--- src/rtl/fpc_pkg.sv ---
// Shared definitions for the frequent pattern word codec.
// Assumes a 32-bit word and a fixed 3-bit prefix; the pattern set is fixed.
package fpc_pkg;
    localparam int WORD_W = 32;
    localparam int PFX_W  = 3;
    localparam int LEN_W  = $clog2(WORD_W) + 1;
    localparam int HALF_W = WORD_W / 2;
    localparam int BYTE_W = 8;

    typedef enum logic [PFX_W-1:0] {
        PFX_ZERO     = 3'd0,
        PFX_SX4      = 3'd1,
        PFX_SX8      = 3'd2,
        PFX_SX16     = 3'd3,
        PFX_HI_HALF  = 3'd4,
        PFX_TWO_SXB  = 3'd5,
        PFX_REP_BYTE = 3'd6,
        PFX_RAW      = 3'd7
    } pfx_e;

    // Payload length in bits for each prefix.
    function automatic logic [LEN_W-1:0] pfx_len(input pfx_e p);
        case (p)
            PFX_ZERO:                         return LEN_W'(0);
            PFX_SX4:                          return LEN_W'(4);
            PFX_SX8, PFX_REP_BYTE:            return LEN_W'(8);
            PFX_SX16, PFX_HI_HALF, PFX_TWO_SXB: return LEN_W'(16);
            default:                          return LEN_W'(WORD_W);
        endcase
    endfunction

    // Rebuild a word from a prefix and its right-aligned payload.
    function automatic logic [WORD_W-1:0] fpc_expand(input pfx_e p,
                                                     input logic [WORD_W-1:0] pl);
        case (p)
            PFX_ZERO:     return '0;
            PFX_SX4:      return {{(WORD_W-4){pl[3]}}, pl[3:0]};
            PFX_SX8:      return {{(WORD_W-8){pl[7]}}, pl[7:0]};
            PFX_SX16:     return {{(WORD_W-16){pl[15]}}, pl[15:0]};
            PFX_HI_HALF:  return {pl[HALF_W-1:0], {HALF_W{1'b0}}};
            PFX_TWO_SXB:  return {{(HALF_W-BYTE_W){pl[15]}}, pl[15:8],
                                  {(HALF_W-BYTE_W){pl[7]}}, pl[7:0]};
            PFX_REP_BYTE: return {(WORD_W/BYTE_W){pl[BYTE_W-1:0]}};
            default:      return pl;
        endcase
    endfunction
endpackage

--- src/rtl/fpc_classifier.sv ---
// Combinational pattern matcher and code builder.
// Tests the word against every pattern and keeps the shortest match, with the
// lower prefix winning a tie. Assumes a stable word input within the cycle.
module fpc_classifier
    import fpc_pkg::*;
(
    input  logic [WORD_W-1:0] word_i,
    output pfx_e              pfx_o,
    output logic [WORD_W-1:0] payload_o,
    output logic [LEN_W-1:0]  len_o
);
    localparam int NPAT = 1 << PFX_W;
    localparam int NSX  = 3;
    // Prefixes listed from shortest payload to longest, lower prefix first.
    localparam logic [PFX_W-1:0] RANK [NPAT] =
        '{3'd0, 3'd1, 3'd2, 3'd6, 3'd3, 3'd4, 3'd5, 3'd7};

    logic [NPAT-1:0] match;

    // Sign-extension patterns of width 4, 8 and 16: upper bits all equal.
    for (genvar g = 0; g < NSX; g++) begin : g_sx
        localparam int W = 4 << g;
        assign match[g+1] = (&word_i[WORD_W-1:W-1]) | ~(|word_i[WORD_W-1:W-1]);
    end

    // Remaining patterns: zero, low half zero, two signed bytes, repeated byte, raw.
    always_comb begin
        match[0] = (word_i == '0);
        match[4] = (word_i[HALF_W-1:0] == '0);
        match[5] = ((&word_i[WORD_W-1:HALF_W+BYTE_W-1]) | ~(|word_i[WORD_W-1:HALF_W+BYTE_W-1]))
                 & ((&word_i[HALF_W-1:BYTE_W-1]) | ~(|word_i[HALF_W-1:BYTE_W-1]));
        match[6] = (word_i == {(WORD_W/BYTE_W){word_i[BYTE_W-1:0]}});
        match[7] = 1'b1;
    end

    // Pick the first matching pattern in rank order.
    always_comb begin
        pfx_o = PFX_RAW;
        for (int i = NPAT - 1; i >= 0; i--) begin
            if (match[RANK[i]]) pfx_o = pfx_e'(RANK[i]);
        end
    end

    // Extract the payload for the chosen pattern, unused bits zero.
    always_comb begin
        payload_o = '0;
        case (pfx_o)
            PFX_ZERO:     payload_o = '0;
            PFX_SX4:      payload_o[3:0] = word_i[3:0];
            PFX_SX8:      payload_o[7:0] = word_i[7:0];
            PFX_SX16:     payload_o[15:0] = word_i[15:0];
            PFX_HI_HALF:  payload_o[HALF_W-1:0] = word_i[WORD_W-1:HALF_W];
            PFX_TWO_SXB:  payload_o[15:0] = {word_i[HALF_W+BYTE_W-1:HALF_W], word_i[BYTE_W-1:0]};
            PFX_REP_BYTE: payload_o[BYTE_W-1:0] = word_i[BYTE_W-1:0];
            default:      payload_o = word_i;
        endcase
    end

    // Length follows the chosen prefix.
    always_comb len_o = pfx_len(pfx_o);
endmodule

--- src/rtl/fpc_expander.sv ---
// Combinational decoder: prefix plus payload back to the 32-bit word.
// Assumes the payload is right-aligned; bits above the pattern length are ignored.
module fpc_expander
    import fpc_pkg::*;
(
    input  logic [PFX_W-1:0]  pfx_i,
    input  logic [WORD_W-1:0] payload_i,
    output logic [WORD_W-1:0] word_o
);
    // Rebuild the word with the shared expansion rule.
    always_comb word_o = fpc_expand(pfx_e'(pfx_i), payload_i);
endmodule

--- src/rtl/fpc_word_codec.sv ---
// Top of the frequent pattern codec: a one-stage registered encoder on a
// valid/ready stream and an independent combinational expander.
// Assumes synchronous active-low reset; outputs hold while out_ready is low.
module fpc_word_codec
    import fpc_pkg::*;
(
    input  logic              clk,
    input  logic              rst_n,
    input  logic              in_valid,
    output logic              in_ready,
    input  logic [WORD_W-1:0] in_word,
    output logic              out_valid,
    input  logic              out_ready,
    output logic [PFX_W-1:0]  out_prefix,
    output logic [WORD_W-1:0] out_payload,
    output logic [LEN_W-1:0]  out_len,
    input  logic [PFX_W-1:0]  dec_prefix,
    input  logic [WORD_W-1:0] dec_payload,
    output logic [WORD_W-1:0] dec_word
);
    pfx_e              cls_pfx;
    logic [WORD_W-1:0] cls_payload;
    logic [LEN_W-1:0]  cls_len;
    logic              valid_q;
    pfx_e              pfx_q;
    logic [WORD_W-1:0] payload_q;
    logic [LEN_W-1:0]  len_q;

    fpc_classifier u_cls (
        .word_i    (in_word),
        .pfx_o     (cls_pfx),
        .payload_o (cls_payload),
        .len_o     (cls_len)
    );

    fpc_expander u_exp (
        .pfx_i     (dec_prefix),
        .payload_i (dec_payload),
        .word_o    (dec_word)
    );

    // Stage is free when empty or drained this cycle.
    always_comb in_ready = !valid_q || out_ready;

    // Output register: load on acceptance, clear on drain, hold on stall.
    always_ff @(posedge clk) begin
        if (!rst_n) begin
            valid_q   <= 1'b0;
            pfx_q     <= PFX_ZERO;
            payload_q <= '0;
            len_q     <= '0;
        end else if (in_ready) begin
            valid_q <= in_valid;
            if (in_valid) begin
                pfx_q     <= cls_pfx;
                payload_q <= cls_payload;
                len_q     <= cls_len;
            end
        end
    end

    assign out_valid   = valid_q;
    assign out_prefix  = pfx_q;
    assign out_payload = payload_q;
    assign out_len     = len_q;

    // an accepted word is presented on the next cycle.
    p_accept_r9: assert property (@(posedge clk) disable iff (!rst_n)
        in_valid && in_ready |=> out_valid);

    // a stalled code does not move.
    p_hold_r10: assert property (@(posedge clk) disable iff (!rst_n)
        out_valid && !out_ready |=> out_valid && $stable(out_prefix)
            && $stable(out_payload) && $stable(out_len));

    // a drained code with nothing new leaves the stage empty.
    p_drain_r11: assert property (@(posedge clk) disable iff (!rst_n)
        out_valid && out_ready && !in_valid |=> !out_valid);

    // only the five legal lengths appear.
    p_len_r7: assert property (@(posedge clk) disable iff (!rst_n)
        out_valid |-> (out_len inside {6'd0, 6'd4, 6'd8, 6'd16, 6'd32}));

    // no payload bits beyond the reported length.
    p_mask_r8: assert property (@(posedge clk) disable iff (!rst_n)
        out_valid |-> ((out_payload >> out_len) == '0));

    // the chosen code expands back to the word being accepted.
    p_roundtrip_r12: assert property (@(posedge clk) disable iff (!rst_n)
        in_valid && in_ready |-> (fpc_expand(cls_pfx, cls_payload) == in_word));
endmodule

--- config.mk ---
export PLATFORM = sky130hd
export DESIGN_NAME = fpc_word_codec
export DESIGN_NICKNAME = d
export VERILOG_FILES = /design/src/rtl/fpc_pkg.sv /design/src/rtl/fpc_classifier.sv /design/src/rtl/fpc_expander.sv /design/src/rtl/fpc_word_codec.sv
export SDC_FILE = /design/constraint.sdc
export NUM_CORES = 1
export LEC_CHECK = 0
export CAP_MARGIN = 20
export CORE_MARGIN = 2
export CORE_UTILIZATION = 40
export DETAILED_ROUTE_END_ITERATION = 12
export GPL_TIMING_DRIVEN = 0
export PLACE_DENSITY = 0.82
export SLEW_MARGIN = 25
export SYNTH_ARGS = -nofsm -noshare
export SYNTH_HDL_FRONTEND = slang
export SYNTH_SLANG_ARGS = --single-unit
--- constraint.sdc ---
create_clock -name clk -period 5 [get_ports clk]
set_input_delay 1.5 -clock clk [delete_from_list [all_inputs] [get_ports clk]]
set_output_delay 1.5 -clock clk [all_outputs]
set_load 0.05 [all_outputs]
---- Word level (Yosys, flattened, before mapping) ----
Cells that the tools add are included.
storage, ports and cells
  register bits after elaboration ......... 42
  bits of input ports ..................... 71
  output and inout port bits .............. 75
operators by class
  eq/ne operators ......................... 13
  muxes and demuxes ....................... 13
  bitwise gates (word level) .............. 11
  reduce and logical (&&, ||, !) cells .... 22
operator list
  cell                count
  $pmux 32 s7         1
  $logic_not 32->1    1
  $reduce_and 29->1   1
  $reduce_or 29->1    1
  $reduce_and 25->1   1
  $reduce_or 25->1    1
  $eq 24x24->1        1
  $pmux 6 s4          1
  $pmux 8 s3          1
  $eq 3x3->1 const B  6
  $reduce_and 9->1    2
  $reduce_or 9->1     2
  $reduce_and 17->1   1
  $reduce_or 17->1    1
  $logic_not 16->1    1
  $mux 16             1
  $pmux 4 s2          2
  $mux 3              5
  $eq 3x2->1 const B  4
  $reduce_or 7->1     1
  $eq 3x1->1 const B  2
  $logic_not 3->1     2
  $not 1->1           5
  $or 1x1->1          5
  other kinds (8)     10

---- Logic depth before layout (Yosys ltp) ----
  word-level depth ........................ 14
  depth in mapped cells ................... 9

---- By module ----
Synthesis repeated with hierarchy kept, for this count alone.
unflattened totals
  cell total of the unflattened synthesis .. 452
  area, all modules ....................... 3533.4 um^2
by module, submodules not included
  module          instances  cells an instance  area an instance (um^2)
  fpc_word_codec  1          183                1720.4
  fpc_classifier  1          125                908.4
  fpc_expander    1          144                904.6

---- Least setup slack after synthesis ----
No wires, ideal clock.
  kind .................................... in2out
  from .................................... in dec_prefix[0]
  to ...................................... out dec_word[26]
  data arrival time ....................... 3.746 ns
  required time ........................... 3.500 ns
  slack ................................... -0.246 ns
  stages .................................. 9
  cells stage by stage .................... clkbuf_1 nor2b_1 nand2_1 a21oi_1 a31oi_1 o31ai_1 clkbuf_1 o21ai_0 a21oi_1
on the way
  cells in the longest elaborated chain, start to end .. 2
  elaborated cells on any way between the ends .. 8
  classes of those cells .................. eq/ne (6); mux (1); reduce/logical (1)
RTL lines
  what                                      line                  RTL
  start: declaration                        fpc_word_codec.sv:17  input logic [PFX_W-1:0] dec_prefix,
  $eq 3x3->1, or another cell as far along  fpc_pkg.sv:35         case (p)
  $pmux 32 s7 (*)                           fpc_pkg.sv:35
  end: declaration                          fpc_word_codec.sv:19  output logic [WORD_W-1:0] dec_word
Every way passes the cells marked *; elsewhere a longest branch is shown, timed or not.

---- Worst setup path in the final report ----
  from .................................... in dec_prefix[1]
  to ...................................... out dec_word[18]
The elaborated chain is that of the path after synthesis.

==> results.cfg <==
[timing]
setup_slack_ns = 0.0413
fmax_mhz = 202
skew_ns = 0.0106
slew_headroom_pct = 48.1
setup_viol = 0
fin_hold_ws_ns = 0.484
slew_viol_final = 0
fin_crit_sh_pct = 99.2
grt_setup_unrepaired = yes
worstMarginPinSlew_ns = 0.772
layout_min_cycle_time_ns = 4.96
hold_viol_final = 0

[layout]
multi_input_area_um2 = 1880
fill_cells = 605
regArea_um2 = 801
syn2layout_area_growth_pct = 59.1
nNetsFinal = 601
drive_gt1_share_pct = 13.9
antenna_cells = 0
fin_area_um2 = 4380

[global_routing]
track_usage_pct = 28.3
grt_pass1_wl_um = 17000
antenna_found_initial = 0
overflow = 0
grt_pass1_vias = 3453
grt_max_degree = 14

[synthesis]
ys_top_cells_by_area = dfxtp_1 29%, a21oi_1 8.9%, nand2_1 6.9%
synth_area_um2 = 2760
yosysTopAreaCell = dfxtp_1
ys.flop_type = dfxtp_1
yosysMostFrequentCell = nand2_1
async_flop_share_pct = 0
synth-edff-count = 0
ys_ff_latch = 40
yosysTopAreaCellShare_pct = 29.1
synth_commonest_cells = 51 x nand2_1, 49 x a21oi_1, 40 x dfxtp_1, 37 x o21ai_0, 22 x clkbuf_1
ys_seq_area_share_pct = 29.1
synthCells = 380
yosys_warnings = 0
synth_cell_types = 42
syn_avg_cell_area_um2 = 7.25

[routing]
drc = 0
wl_per_cell_um = 17.9
via_count = 3612
drtIter0Drc = 289
avgViaCountPerCell = 5.91
dr.pass1.iters = 5
ant_nets = 0
wl_um = 11000

[pwr]
fin_total_pwr_mw = 1.10
leakage_nw = 1.74
power.density_nw_per_um2 = 250
switchingPower_uw = 448
seq_power_share_pct = 31.9
pwr-share-clk_pct = 25.1
swShare_pct = 40.8
p_int_uw = 648
combPwrFrac_pct = 43.1
max-vdd-ir-drop_uv = 114

[floorplanning]
initial_utilization_pct = 41.0
std_cell_rows = 30
die_area_um2 = 7570
io_pins = 146
die_w_um = 87.0
core_um2 = 6720
die_height_um = 87.0

[clock_tree]
cts_buffer_depth = 2
numCtsBuffers = 5
cts_tree = built
htree_levels = 2
cts_hold_buffers = 0
clk_latency_ns = 0.30
cts.clk_slew.worst_paths_ns = 0.09
cts_num_sinks = 40
cts_root_buf = clkbuf_8

[hold_path]
hold_path.class = reg -> reg

[critical_path]
critical_path_class = in -> out
critPathMaxFanout = 7
arrival_ns = 3.46
critPathRequiredTime_ns = 3.50
worstSetupEndpointType = output pin
cp-start-kind = input port

[job]
maxCapViolCount = 0

[placed_design]
port_buffers = 140
place_congestion = 0.964
dpl_cell_area_um2 = 4290
post-place-ws_ns = -1.13
hpwl_um = 8550

[status]
outcome = completed
-- logic make-up (layout without fill, tap and decap cells) --
kind of cell / Yosys count / count (layout) / synth area share (%)
buf+inv: 40 / 190 / 5.99
mux: 4 / 4 / 1.63
compound gates: 143 / 143 / 33.2
xor+xnor: 6 / 6 / 1.91
other cells: 1 / 2 / 0.136
simple gates: 146 / 146 / 28.0
flops: 40 / 40 / 29.1
-- power groups by stage --
stage               Combinational [mW]  Clock [mW]  Sequential, mW
detailed placement               0.479           0           0.357
CTS                              0.472       0.275           0.349
global placement                 0.477           0           0.356
finish                           0.472       0.275           0.349
floorplan                        0.213           0           0.426
global route                     0.497       0.288           0.351
-- routing by layer --
metal | wire length, µm | up-vias | global-route usage, %
met3 | 898 | 30 | 6.07
met1 | 4380 | 1672 | 34.4
met4 | 365 | 0 | 12.2
li1 | - | 1708 | -
met5 | 0 | - | 0
met2 | 5310 | 202 | 48.0
-- cell usage in the layout, fill, tap and decap left out, drive strengths merged, types with 3 or more instances in the layout --
master         instances
a21o                   3
a21oi                 49
a221oi                11
a22o                  20
a22oi                  6
and2                   5
and3                   4
buf                   16
clkbuf                40
clkdlybuf4s15          5
clkdlybuf4s50        108
dfxtp                 40
dlygate4sd2            5
inv                   13
mux2                   4
nand2                 51
nand3                 10
nand4                 10
nor2                  16
nor2b                 16
nor3                   6
nor4                   7
o21ai                 37
o22ai                  3
o31ai                  5
or3                   10
or4                    6
xor2                   6
-- worst max-delay path, cell delays in order --
cell,delay (ns)
clkdlybuf4s50_1,0.48
nor2b_2,0.21
nand2_1,0.12
a21oi_4,0.21
a31oi_4,0.06
buf_4,0.21
a21oi_1,0.12
dlygate4sd2_1,0.54
-- final cells by class --
cell class	count	area share, %
clock inverter	3	0.970
timing repair buffer	142	29.9
sequential	40	18.3
multi-input combinational	301	42.8
buffer	27	3.14
clock buffer	5	1.57
inverter	13	1.11
tap	80	2.28
-- worst paths after layout --
check | startpoint | slack [ns] | cells past startpoint | end
max | dec_prefix[1] | 0.04 | 8 | dec_word[18]
min | out_payload[16] | 0.48 | 1 | out_payload[16]
max reg2reg | out_valid | 3.25 | 6 | out_payload[13]
min reg2reg | out_payload[16] | 0.48 | 1 | out_payload[16]
-- registers in the layout, indices dropped and copies added (netlist names) --
name / flops
out_payload: 32
out_len: 4
out_prefix: 3
out_valid: 1
-- per-stage QoR --
| stage | instances | TNS (ns) | util (%) |
|---|---|---|---|
| after CTS | 611 | 0 | 65.7 |
| after global placement | 601 | -21.94 | 63.9 |
| after global routing | 611 | -0.113 | 65.3 |
| after floorplan | 381 | 0 | - |
| final | 611 | 0 | 65.3 |
| after detailed placement | 601 | -22.37 | 63.9 |
-- what timing repair did --
action	CTS	global route
buffers inserted	1	0
gates cloned	1	0
pin swaps	0	0
setup endpoints to repair	32	32
gates resized for setup	104	34
No activity file was read; power rests on OpenSTA's default activity.
